$ cat config.mk
export PLATFORM = sky130hd
export DESIGN_NAME = sport_word_shifter
export DESIGN_NICKNAME = d
export VERILOG_FILES = /design/src/rtl/sport_pkg.sv /design/src/rtl/sport_clkgen.sv /design/src/rtl/sport_tx.sv /design/src/rtl/sport_rx.sv /design/src/rtl/sport_word_shifter.sv
export SDC_FILE = /design/constraint.sdc
export NUM_CORES = 1
export LEC_CHECK = 0
export BUFFER_PORTS_ARGS = -buffer_cell sky130_fd_sc_hd__buf_4
export CORE_ASPECT_RATIO = 2
export CORE_UTILIZATION = 40
export DETAILED_ROUTE_END_ITERATION = 8
export HOLD_SLACK_MARGIN = 0.08
export PLACE_DENSITY = 0.61
export SLEW_MARGIN = 30
export SYNTH_ARGS = -nofsm -noshare
export SYNTH_HDL_FRONTEND = slang
export SYNTH_SLANG_ARGS = --single-unit
export TNS_END_PERCENT = 20
$ cat constraint.sdc
create_clock -name clk -period 9.35 [get_ports clk]
set_input_delay 0.935 -clock clk [delete_from_list [all_inputs] [get_ports clk]]
set_output_delay 0.935 -clock clk [all_outputs]
set_load 0.1 [all_outputs]
$ cat src/rtl/sport_pkg.sv
package sport_pkg;
  localparam int DATA_W = 32;
  localparam int HALF_W = DATA_W / 2;
  localparam int DIV_W  = 8;
  localparam int LEN_W  = $clog2(DATA_W) + 1;

  typedef struct packed {
    logic [DIV_W-1:0] div;
    logic             stereo;
    logic             int_clk;
    logic             pack;
    logic [4:0]       len_m1;
    logic             lsb_first;
    logic [1:0]       fill;
    logic             en;
  } ctrl_t;

  localparam int CTRL_W = $bits(ctrl_t);
endpackage

$ cat src/rtl/sport_clkgen.sv
module sport_clkgen #(
  parameter int DIV_W = 8
) (
  input  logic             clk,
  input  logic             rst,
  input  logic             run,
  input  logic             use_int,
  input  logic [DIV_W-1:0] div,
  input  logic             ext_sclk,
  output logic             sclk,
  output logic             rise,
  output logic             fall
);
  logic [DIV_W-1:0] dcnt;
  logic [1:0]       sync;
  logic             tick;

  assign tick = use_int && (dcnt == div);
  assign rise = use_int ? (tick && !sclk) : (sync[1] && !sclk);
  assign fall = use_int ? (tick && sclk)  : (!sync[1] && sclk);

  always_ff @(posedge clk) begin
    if (rst || !run) begin
      dcnt <= '0;
      sync <= '0;
      sclk <= 1'b0;
    end else begin
      sync <= {sync[0], ext_sclk};
      if (use_int) begin
        if (tick) begin
          dcnt <= '0;
          sclk <= ~sclk;
        end else begin
          dcnt <= dcnt + 1'b1;
        end
      end else begin
        sclk <= sync[1];
      end
    end
  end
endmodule

$ cat src/rtl/sport_tx.sv
module sport_tx #(
  parameter int DATA_W = 32,
  parameter int LEN_W  = 6
) (
  input  logic              clk,
  input  logic              rst,
  input  logic              run,
  input  logic              fall,
  input  logic [LEN_W-1:0]  len,
  input  logic              lsb_first,
  input  logic              pack,
  input  logic              stereo,
  input  logic [DATA_W-1:0] tx_data,
  input  logic              tx_valid,
  output logic              tx_ready,
  output logic              active,
  output logic [LEN_W-1:0]  cnt,
  output logic              sd_o,
  output logic              fs_o
);
  localparam int HALF_W = DATA_W / 2;

  logic [DATA_W-1:0] hold, tsh, word;
  logic              full, half, ws;

  assign tx_ready = run && !full;
  assign fs_o     = stereo ? ws : (active && cnt == '0);

  always_comb begin
    if (pack)
      word = half ? {{HALF_W{1'b0}}, hold[DATA_W-1:HALF_W]}
                  : {{HALF_W{1'b0}}, hold[HALF_W-1:0]};
    else
      word = hold;
  end

  always_ff @(posedge clk) begin
    if (rst || !run) begin
      hold   <= '0;
      tsh    <= '0;
      full   <= 1'b0;
      half   <= 1'b0;
      active <= 1'b0;
      cnt    <= '0;
      sd_o   <= 1'b0;
      ws     <= 1'b1;
    end else begin
      if (tx_valid && !full) begin
        hold <= tx_data;
        full <= 1'b1;
      end
      if (fall) begin
        if (!active || cnt == len) begin
          sd_o <= 1'b0;
          if (full) begin
            active <= 1'b1;
            cnt    <= '0;
            ws     <= ~ws;
            tsh    <= lsb_first ? word : (word << (LEN_W'(DATA_W) - len));
            if (pack && !half) begin
              half <= 1'b1;
            end else begin
              half <= 1'b0;
              full <= 1'b0;
            end
          end else begin
            active <= 1'b0;
          end
        end else begin
          cnt  <= cnt + 1'b1;
          sd_o <= lsb_first ? tsh[0] : tsh[DATA_W-1];
          tsh  <= lsb_first ? (tsh >> 1) : (tsh << 1);
        end
      end
    end
  end
endmodule

$ cat src/rtl/sport_rx.sv
module sport_rx #(
  parameter int DATA_W = 32,
  parameter int LEN_W  = 6
) (
  input  logic              clk,
  input  logic              rst,
  input  logic              run,
  input  logic              rise,
  input  logic              active,
  input  logic [LEN_W-1:0]  cnt,
  input  logic [LEN_W-1:0]  len,
  input  logic              lsb_first,
  input  logic              pack,
  input  logic              sign_fill,
  input  logic              sd_i,
  output logic [DATA_W-1:0] rx_data,
  output logic              rx_valid
);
  localparam int HALF_W = DATA_W / 2;

  logic [DATA_W-1:0] rsh, nxt, aligned, mask, filled;
  logic [HALF_W-1:0] lo;
  logic              rhalf, top;

  always_comb begin
    nxt     = lsb_first ? {sd_i, rsh[DATA_W-1:1]} : {rsh[DATA_W-2:0], sd_i};
    aligned = lsb_first ? (nxt >> (LEN_W'(DATA_W) - len)) : nxt;
    mask    = (DATA_W'(1) << len) - DATA_W'(1);
    top     = aligned[5'(len - 1'b1)];
    filled  = (sign_fill && top) ? (aligned | ~mask) : (aligned & mask);
  end

  always_ff @(posedge clk) begin
    if (rst) begin
      rsh      <= '0;
      lo       <= '0;
      rhalf    <= 1'b0;
      rx_data  <= '0;
      rx_valid <= 1'b0;
    end else if (!run) begin
      rsh      <= '0;
      rhalf    <= 1'b0;
      rx_valid <= 1'b0;
    end else begin
      rx_valid <= 1'b0;
      if (rise && active) begin
        if (cnt == '0) begin
          rsh <= '0;
        end else begin
          rsh <= nxt;
          if (cnt == len) begin
            if (!pack) begin
              rx_data  <= filled;
              rx_valid <= 1'b1;
            end else if (!rhalf) begin
              lo    <= filled[HALF_W-1:0];
              rhalf <= 1'b1;
            end else begin
              rx_data  <= {filled[HALF_W-1:0], lo};
              rx_valid <= 1'b1;
              rhalf    <= 1'b0;
            end
          end
        end
      end
    end
  end
endmodule

$ cat src/rtl/sport_word_shifter.sv
module sport_word_shifter
  import sport_pkg::*;
#(
  parameter int DW = DATA_W,
  parameter int LW = LEN_W
) (
  input  logic          clk,
  input  logic          rst,
  input  logic          ctrl_we,
  input  logic [CTRL_W-1:0] ctrl_wdata,
  input  logic          ext_sclk_i,
  input  logic          sd_i,
  input  logic [DW-1:0] tx_data,
  input  logic          tx_valid,
  output logic          tx_ready,
  output logic [DW-1:0] rx_data,
  output logic          rx_valid,
  output logic          sclk_o,
  output logic          fs_o,
  output logic          fs_oe,
  output logic          sd_o
);
  ctrl_t         ctrl_q, ctrl_w;
  logic [4:0]    min_m1, len_m1_eff;
  logic [LW-1:0] len_eff, cnt;
  logic          rise, fall, active, lsb_eff;

  assign ctrl_w = ctrl_t'(ctrl_wdata);

  always_ff @(posedge clk) begin
    if (rst)
      ctrl_q <= '0;
    else if (ctrl_we && (!ctrl_q.en || !ctrl_w.en))
      ctrl_q <= ctrl_w;
  end

  assign min_m1     = ctrl_q.stereo ? 5'd7 : 5'd2;
  assign len_m1_eff = (ctrl_q.len_m1 < min_m1) ? min_m1 : ctrl_q.len_m1;
  assign len_eff    = LW'(len_m1_eff) + 1'b1;
  assign lsb_eff    = ctrl_q.lsb_first && !ctrl_q.stereo;
  assign fs_oe      = !ctrl_q.stereo || ctrl_q.int_clk;

  sport_clkgen #(.DIV_W(DIV_W)) u_clk (
    .clk(clk), .rst(rst), .run(ctrl_q.en), .use_int(ctrl_q.int_clk),
    .div(ctrl_q.div), .ext_sclk(ext_sclk_i),
    .sclk(sclk_o), .rise(rise), .fall(fall)
  );

  sport_tx #(.DATA_W(DW), .LEN_W(LW)) u_tx (
    .clk(clk), .rst(rst), .run(ctrl_q.en), .fall(fall), .len(len_eff),
    .lsb_first(lsb_eff), .pack(ctrl_q.pack), .stereo(ctrl_q.stereo),
    .tx_data(tx_data), .tx_valid(tx_valid), .tx_ready(tx_ready),
    .active(active), .cnt(cnt), .sd_o(sd_o), .fs_o(fs_o)
  );

  sport_rx #(.DATA_W(DW), .LEN_W(LW)) u_rx (
    .clk(clk), .rst(rst), .run(ctrl_q.en), .rise(rise), .active(active),
    .cnt(cnt), .len(len_eff), .lsb_first(lsb_eff), .pack(ctrl_q.pack),
    .sign_fill(ctrl_q.fill == 2'b01), .sd_i(sd_i),
    .rx_data(rx_data), .rx_valid(rx_valid)
  );
endmodule

# Yosys cells after proc, flatten, opt, wreduce, memory -nomap -nowiden
# Index checks and enable logic that the tools add are counted.
# totals
word_cells	121
out_inout_bits	38
reg_bits	188
input_bits	58
# op_classes
shifts	3
addsub	6
n_eq_ne	6
bitwise	10
mux	36
reduce_logical	34
order_cmp	2
# ops
op	count
32-bit 2-to-1 mux	11
32-bit bitwise AND	1
32-bit inverter	1
32-bit OR	1
1-bit by 6-bit << shifter with 32-bit output, first input constant	1
32-bit by 6-bit << shifter with 32-bit output	1
32-bit by 6-bit >> shifter with 32-bit output	1
32-bit by 2-bit subtractor with 32-bit output, second input constant	1
1-bit 2-to-1 mux	18
16-bit 2-to-1 mux	1
1-bit logical AND	13
6-bit 2-to-1 mux	2
8-bit by 1-bit adder with 8-bit output, second input constant	1
8-bit equality test	1
1-bit logical NOT	8
8-bit 2-to-1 mux	1
1-bit inverter	7
5-bit by 1-bit adder with 6-bit output, second input constant	1
6-bit by 1-bit adder with 6-bit output, second input constant	1
6-bit equality test	1
6-bit logical NOT	1
5-bit by 6-bit < comparator with 1-bit output, second input constant	1
2-bit by 1-bit inequality test with 1-bit output, second input constant	3
6-bit AND reduction	1
14 further kinds	18

# Longest topological paths before layout
# Gate-level depths: netlist of run 1.
# logic_depth
depth_word	13
ltp_mapped	29
mapped_depth_nobuf	21

# Modules after synthesis
# A second synthesis of run 1 with hierarchy kept.
# hier_totals
hier_cells	2075
area_unflattened_um2	16060.4
# by_module_without_submodules
module	area_per_inst_um2	instances	cells_each	seq_area_each_um2
sport_rx	8453.1	1	1123	1641.6
sport_tx	6088.3	1	768	1501.4
sport_word_shifter	912.1	1	116	400.4
sport_clkgen	606.8	1	68	220.2

# Worst setup path before layout of run 1
# No wires, ideal clock.
# synth_timing
kind	register -> register
start	register ctrl_q[11] in the netlist's numbering
end	register u_rx.rx_data[9]
path_slack_ps	3255
t_arrival_ps	6021
path_buffers	8
setup_time_ps	74
required_time_ps	9276
stages_incl_launch_ff	27
period_less_slack_ps	6095
path_cell_list	dfxtp_1 > buf_2 > inv_1 > ha_1 > or4b_1 > o21ai_2 > buf_4 > buf_6 > buf_2 > buf_2 > buf_2 > buf_1 > ha_1 > nand2_1 > xor2_1 > clkbuf_1 > o21ai_0 > mux2_4 > o32a_1 > a221oi_2 > o21a_1 > a221o_1 > o31a_2 > o21ai_4 > o31a_1 > or3_1 > a31oi_1
# synth_via
elab_chain_len	12
word_cells_on_any_way	23
cone_classes	add/sub (4); order compare (1); eq/ne (1); shift (2); mux (8); bitwise (3); reduce/logical (4)
# synth_rtl
item	line_no	rtl
start, declared	sport_word_shifter.sv:23	ctrl_t ctrl_q, ctrl_w;
start signal, assigned	sport_word_shifter.sv:34	ctrl_q <= ctrl_w;
3-bit 2-to-1 mux	sport_word_shifter.sv:37	assign min_m1 = ctrl_q.stereo ? 5'd7 : 5'd2;
5-bit by 3-bit < comparator with 1-bit output	sport_word_shifter.sv:38	assign len_m1_eff = (ctrl_q.len_m1 < min_m1) ? min_m1 : ctrl_q.len_m1;
5-bit 2-to-1 mux	sport_word_shifter.sv:38	
5-bit by 1-bit adder with 6-bit output	sport_word_shifter.sv:39	assign len_eff = LW'(len_m1_eff) + 1'b1;
6-bit subtractor	sport_rx.sv:27	aligned = lsb_first ? (nxt >> (LEN_W'(DATA_W) - len)) : nxt;
32-bit by 6-bit >> shifter with 32-bit output	sport_rx.sv:27	
32-bit 2-to-1 mux	sport_rx.sv:27	
1-bit binary-select mux with 5-bit select	sport_rx.sv:29	top = aligned[5'(len - 1'b1)];
1-bit 2-to-1 mux (not written as such)	sport_rx.sv:29	
1-bit logical AND	sport_rx.sv:30	filled = (sign_fill && top) ? (aligned | ~mask) : (aligned & mask);
32-bit 2-to-1 mux	sport_rx.sv:30	
32-bit 2-to-1 mux	sport_rx.sv:52	if (!pack) begin
end signal, assigned	sport_rx.sv:53	rx_data <= filled;
end signal, assigned	sport_rx.sv:59	rx_data <= {filled[HALF_W-1:0], lo};
end, declared	sport_rx.sv:16	output logic [DATA_W-1:0] rx_data,
# Several ways; a longest one is shown, not always the timed one. The select of a mux whose other input is x is not followed.
# A chain may end at the register's enable or synchronous reset.

# Worst setup path after layout of run 1
# Ends and elaborated chain as after synthesis.

==> key figures, run 1 <==
STA
  • Tightest Pin Transition: 1.07 ns
  • Slew headroom: 28.2%
  • Fin. max-slew vios: 0
  • Post-route minimum period: 7.04 ns
  • Period Utilization, post-route: 75.3%
  • Max Freq: 0.142 GHz
  • Hold Fails Final Rpt: 0
  • RSZ-0062 raised after global routing: no
  • Final setup violation count: 0
  • Worst hold slack: 0.437 ns
  • Layout Skew: 0.0161 ns
  • Final worst slack: 2.31 ns
  • Setup_tns: 0 ns

Setup path
  • Worst setup SP type: register
  • Crit path DAT: 7.45 ns
  • Worst Setup End Kind: register
  • Critical path's top delay family: compound AO/OA/AOI/OAI gates
  • Critical Path Start: ctrl_q[11]
  • Worst r2r src: ctrl_q[11]
  • CP bufs+invs: 3
  • Slowest CP cell: a2111oi_2
  • Crit Path Class: register to register
  • Reg2reg end: u_rx.rx_data[9]
  • R2R depth: 17
  • CP Max Fanout: 45
  • Critical Path Max Stage Delay: 0.98 ns
  • CP required: 9.76 ns
  • Flop2flop setup slack: 2.31 ns
  • CP cell instances: inv_1 > ha_1 > a2111oi_1 > o21ai_4 > buf_4 > inv_2 > mux2i_1 > mux2i_1 > a2111oi_2 > a22oi_1 > a221oi_2 > a22oi_1 > a311oi_2 > o21ai_4 > o31a_1 > or3_1 > a31oi_1

Final layout
  • Area Growth Syn to Fin: 11.0%
  • Proportion of layout cells with a drive suffix above 1: 11.7%
  • Nets: 2,068
  • Number of fill cells: 3,710
  • Final Cell Area: 15,900 sq um

Synth
  • Synth area leaders: dfxtp_1 (26%), mux2i_1 (11%), nand2_1 (9.6%)
  • Syn_nets: 2,075
  • Mapped Cells: 2,009
  • Syn. warnings: 0
  • Count leader, synth: nand2_1
  • Cell taking the most area after synthesis: dfxtp_1
  • Unique masters post-synth: 97
  • Async set or reset register ratio after synthesis: 0%
  • Post-synth top area share: 26.3%
  • Most frequent cells after synthesis: nand2_1 (367), nor2_1 (210), a21oi_1 (204), dfxtp_1 (188), mux2i_1 (151)
  • EDFF count, synth: 0
  • Top_reg_cell synth: dfxtp_1
  • Synthesized area: 14,300 sq um
  • Syn Area/Cell: 7.13 sq um
  • Flops & latches, synth: 188
  • Post-synthesis sequential area ratio: 26.3%

Place
  • Post-DP HPWL: 50,600 um
  • Worst slack at placement: 2.34 ns
  • Port buffer count: 95
  • Placed inst area: 15,300 sq um
  • GPL Wtd Cong: 1.07

Flow run
  • Max_cap viols: 0

Floorplanning
  • DIE AREA: 36,600 sq um
  • Die span in x: 136 um
  • Core Area: 35,200 sq um
  • Cell row count: 97
  • Die height: 270 um
  • Io pins: 96
  • Starting Density: 40.7%

Clock network
  • Inserted Clock Buffers: 17
  • CTS resizes: 0
  • CTS sink cnt: 188
  • CTS Hold Buffers Added: 0
  • Clk_lat worst skew: 0.48 ns
  • Clock Root Buffer: clkbuf_16
  • Post-CTS Setup Bufs: 0
  • Clock Path Buffers: 2
  • CTS H-tree lvls: 4
  • CTS clk-pin slew, worst paths: 0.08 ns
  • CTS tree: done

Global route
  • Largest net degree at the start of global routing: 81
  • Remaining global-route overflow: 0
  • Initial antenna violation count: 1
  • Number of global-route vias before repair: 15,600
  • First-pass GRT wire length: 101,000 um
  • GRT Overall Usage: 37.9%

Pwr
  • Max VDD drop: 0.000146 V
  • Power per standard cell area: 140 nW/um^2
  • Leakage power: 5.58 nW
  • Pwr Total: 0.00223 W

Hold path
  • Hold endpoint: u_clk.sync[1]
  • Hold Path Class: register to register
  • Worst hold start: u_clk.sync[0]
  • Hold depth: 1

Route
  • Number of DRC markers in iteration 0: 1,317
  • Via Count: 16,200
  • DRT Pass-1 Iters: 6
  • DRC: 0
  • Wirelength, routed: 68,900 um
  • Post-DR wirelength/cell: 28.0 um
  • Antenna-violating nets left: 0
  • Mean number of vias per cell: 6.57

Status
  • Status: finished clean
==> state kept, by name, summed over array words and instances (netlist names), 2 cells and up <==
signal,count
u_clk.dcnt,8
u_tx.cnt,6
u_tx.hold,32
u_rx.rx_data,32
u_tx.tsh,32
u_rx.rsh,32
u_rx.lo,16
u_clk.sync,2
ctrl_q,20
==> worst register-to-register path: cells and delay by family (launching register included) <==
kind            cells  cell delay (ns)
buf+inv             3             1.10
mux                 2             0.61
fa+ha+maj           1             0.34
compound gates     10             4.05
flops               1             0.58
simple gates        1             0.31
==> metrics by stage <==
step	cells	utilization (%)
2_1_floorplan	2009	-
3_3_place_gp	2426	43.3
3_5_place_dp	2428	43.4
4_1_cts	2460	45.1
5_1_grt	2461	45.2
6_report	2462	45.2
==> power breakdown <==
part	switching, W	internal (W)	total, W
Clock	0.000394	0.000362	0.000756
Combinational	0.000456	0.000197	0.000653
Sequential	0.0000124	0.000807	0.000820
==> metal layers <==
metal	GRT usage, %	share of wire, %
met5	0	0
met4	33.8	10
met3	5.90	5.3
met2	66.5	51
met1	37.6	33
==> cells by family (layout without fill, tap and decap cells) <==
family | after synthesis | count (layout) | share of synthesized area (%)
flip-flops | 188 | 188 | 26.3
AO/OA/AOI/OAI | 598 | 598 | 27.8
XOR/XNOR | 39 | 39 | 2.38
multiplexers | 173 | 173 | 12.4
buffers and inverters | 181 | 187 | 5.39
other | 0 | 2 | 0
AND/OR/NAND/NOR | 822 | 822 | 25.1
adder cells (fa/ha/maj) | 8 | 8 | 0.699
==> cells in the final DEF, fill, tap and decap left out, drive strengths merged, types with 26 or more instances in the layout <==
master / count
nand2: 369
a311oi: 26
a31oi: 28
buf: 135
dfxtp: 188
a211oi: 45
a22oi: 26
nor2: 212
o21ai: 94
a21oi: 205
a221oi: 29
nor3: 76
mux2i: 152
nand3: 66
==> worst max path at each step <==
stage / cells past startpoint / slack (ns) / end
floorplan: 26 / 3.26 / u_rx.rx_data[9]
global placement: 19 / 2.08 / u_rx.rx_data[22]
detailed placement: 20 / 2.34 / u_rx.rx_data[22]
CTS: 20 / 2.34 / u_rx.rx_data[22]
global route: 21 / 2.01 / u_rx.rx_data[22]
finish: 17 / 2.31 / u_rx.rx_data[9]
==> layout make-up <==
| cell class | count | area (sq um) | share of cell area (%) |
|---|---|---|---|
| Clock buffer | 18 | 429 | 2.70 |
| Tap cell | 445 | 557 | 3.50 |
| Sequential cell | 188 | 3770 | 23.7 |
| Inverter | 20 | 75.1 | 0.472 |
| Multi-Input combinational cell | 1640 | 9880 | 62.1 |
| Timing Repair Buffer | 135 | 1020 | 6.42 |
| Clock inverter | 14 | 170 | 1.07 |
| Antenna cell | 2 | 5.00 | 0.0315 |
No activity file was read; power rests on OpenSTA's default activity.
==> inputs of run 2 (changes only) <==
Clock period 9.35 ns to 7.07 ns, I/O delays scaled along.
==> key figures, run 2 (synthesized netlist as in run 1, its figures left out) <==
Setup path
  • Reg2reg end: u_rx.rx_data[9]
  • Critical Path Max Stage Delay: 0.78 ns (-0.20 ns)
  • Worst setup SP type: register
  • CP Max Fanout: 19 (-58%)
  • Worst Setup End Kind: register
  • Worst path depth: 18 (+1)
  • CP cell instances: inv_1 > ha_1 > a2111oi_1 > o21ai_4 > inv_2 > mux2i_1 > a22oi_1 > a21oi_1 > a211oi_1 > a311oi_1 > o22ai_1 > a211oi_1 > o31a_2 > o21ai_4 > buf_4 > o31a_1 > or3_1 > a31oi_1
  • R2R depth: 18 (+1)
  • Crit Path Class: register to register
  • Crit path DAT: 6.72 ns (-0.73 ns)
  • Slowest CP cell: a311oi_1
  • CP required: 7.47 ns (-2.29 ns)
  • Flop2flop setup slack: 0.75 ns (-1.55 ns)
  • Worst r2r src: ctrl_q[11]
  • CP bufs+invs: 3 (unchanged)
  • Critical path's top delay family: compound AO/OA/AOI/OAI gates

STA
  • Max Freq: 0.158 GHz (+12%)
  • Period Utilization, post-route: 89.3% (+14 points)
  • Setup_tns: 0 ns (unchanged)
  • Slew headroom: 27.4% (-0.79 points)
  • Fin. max-slew vios: 0 (unchanged)
  • Hold Fails Final Rpt: 0 (unchanged)
  • RSZ-0062 raised after global routing: no
  • Post-route minimum period: 6.32 ns (-0.727 ns)
  • Tightest Pin Transition: 1.08 ns (+0.0117 ns)
  • Final setup violation count: 0 (unchanged)
  • Layout Skew: 0.0210 ns (+0.00493 ns)

Pwr
  • Power per standard cell area: 188 nW/um^2 (+34%)
  • Leakage power: 5.71 nW (+2.3%)
  • Max VDD drop: 0.000201 V (+37%)

Floorplanning
  • Io pins: 96 (unchanged)
  • DIE AREA: 36,600 sq um (unchanged)
  • Die height: 270 um (unchanged)
  • Starting Density: 40.7% (unchanged)
  • Cell row count: 97 (unchanged)
  • Core Area: 35,200 sq um (unchanged)
  • Die span in x: 136 um (unchanged)

Hold path
  • Hold Path Class: register to register
  • Worst hold start: u_clk.sync[0]
  • Hold depth: 1 (unchanged)
  • Hold endpoint: u_clk.sync[1]

Final layout
  • Finished Layout Cells: 2,481 (+0.77%)
  • Commonest cells after routing, fill and taps aside: nand2_1 (365), nor2_1 (210), a21oi_1 (203)
  • Fin util: 45.7% (+0.51 points)
  • Multi-input gate area: 9850 sq um (-0.27%)
  • Area Growth Syn to Fin: 12.3%
  • Most common cell after layout, fill and taps aside: nand2_1
  • Nets: 2,089 (+1.0%)
  • Proportion of layout cells with a drive suffix above 1: 12.5% (+0.81 points)
  • Number of fill cells: 3,665 (-1.2%)
  • FF/Latch Area: 3770 sq um (unchanged)
  • Antenna cell count: 0 (-2)

Clock network
  • Post-CTS Setup Bufs: 0 (unchanged)
  • CTS tree: done
  • CTS Hold Buffers Added: 0 (unchanged)
  • Clock Root Buffer: clkbuf_16
  • CTS clk-pin slew, worst paths: 0.08 ns (about the same)
  • Clk_lat worst skew: 0.48 ns (about the same)
  • Inserted Clock Buffers: 17 (unchanged)
  • CTS H-tree lvls: 4 (unchanged)
  • CTS resizes: 0 (unchanged)
  • CTS sink cnt: 188 (unchanged)
  • Clock Path Buffers: 2 (unchanged)

Global route
  • GRT Overall Usage: 38.2% (+0.35 points)
  • Number of global-route vias before repair: 15,800 (+1.5%)
  • Remaining global-route overflow: 0 (unchanged)
  • Initial antenna violation count: 0 (-1)
  • Largest net degree at the start of global routing: 93 (+15%)
  • First-pass GRT wire length: 102,000 um (+0.66%)

Place
  • Post-DP HPWL: 52,000 um (+2.7%)
  • GPL Wtd Cong: 1.07 (-0.87%)
  • Placed cell count: 2,449 (+0.86%)
  • Port buffer count: 95 (unchanged)

Route
  • Via Count: 16,000 (-0.99%)
  • Post-DR wirelength/cell: 27.8 um (-0.51%)
  • DRT Pass-1 Iters: 6 (unchanged)
  • Antenna-violating nets left: 0 (unchanged)
  • Wirelength, routed: 69,000 um (+0.26%)
  • DRC: 0 (unchanged)
  • Mean number of vias per cell: 6.46 (-1.7%)
  • Number of DRC markers in iteration 0: 1,123 (-15%)

Status
  • Status: finished clean

Flow run
  • Max_cap viols: 0 (unchanged)
-- run 2: cell count changes in the layout (fill, tap and decap cells not counted), moves of 2 or more --
cell / delta
diode_2: -2
buf_4: +22
inv_6: +4
inv_8: -2
nor2_1: +2
buf_2: -2
clkinv_2: -2
-- run 2: worst register-to-register path, cell delays in order, from the launching register on --
cell	delay [ns]
dfxtp_1	0.56
inv_1	0.09
ha_1	0.35
a2111oi_1	0.61
o21ai_4	0.20
inv_2	0.50
mux2i_1	0.65
a22oi_1	0.31
a21oi_1	0.24
a211oi_1	0.11
a311oi_1	0.78
o22ai_1	0.20
a211oi_1	0.26
o31a_2	0.25
o21ai_4	0.15
buf_4	0.22
o31a_1	0.32
or3_1	0.31
a31oi_1	0.15
-- run 2: cell type report --
| type | instances | area share [%] |
|---|---|---|
| sequential | 188 | 23.4 |
| clock inverter | 15 | 1.31 |
| tap | 445 | 3.46 |
| timing repair buffer | 156 | 7.43 |
| inverter | 20 | 0.467 |
| clock buffer | 17 | 2.65 |
| multi-input combinational | 1640 | 61.3 |
-- run 2: layer usage --
| layer | share of wire [%] | up-vias | global-route usage [%] |
|---|---|---|---|
| li1 | - | 7354 | - |
| met1 | 33 | 7661 | 36.9 |
| met2 | 51 | 722 | 67.5 |
| met3 | 5.2 | 287 | 6.17 |
| met4 | 11 | 0 | 35.4 |
| met5 | 0 | - | 0 |
-- run 2: worst max path at each step --
stage,from,end
2_1_floorplan,ctrl_q[11],u_rx.rx_data[9]
3_3_place_gp,ctrl_q[11],u_rx.rx_data[9]
3_5_place_dp,ctrl_q[11],u_rx.rx_data[9]
4_1_cts,ctrl_q[11],u_rx.rx_data[9]
5_1_grt,ctrl_q[11],u_rx.rx_data[22]
6_report,ctrl_q[11],u_rx.rx_data[9]
-- run 2: stage by stage --
stage / instance area [sq um] / hold slack [ns] / total power (W) / worst slack [ns]
6_report: 16100 / 0.442 / 0.00302 / 0.754
5_1_grt: 16100 / 0.451 / 0.00313 / 0.478
4_1_cts: 16100 / 0.446 / 0.00301 / 0.907
3_5_place_dp: 15400 / 0.426 / 0.00195 / 0.919
3_3_place_gp: 15400 / 0.411 / 0.00196 / 0.948
2_1_floorplan: 14300 / 0.406 / 0.00165 / 0.975
-- run 2: power breakdown --
part	internal (W)	total, W	switching [W]
Combinational	0.000271	0.000868	0.000597
Clock	0.000521	0.00106	0.000540
Sequential	0.00107	0.00109	0.0000202
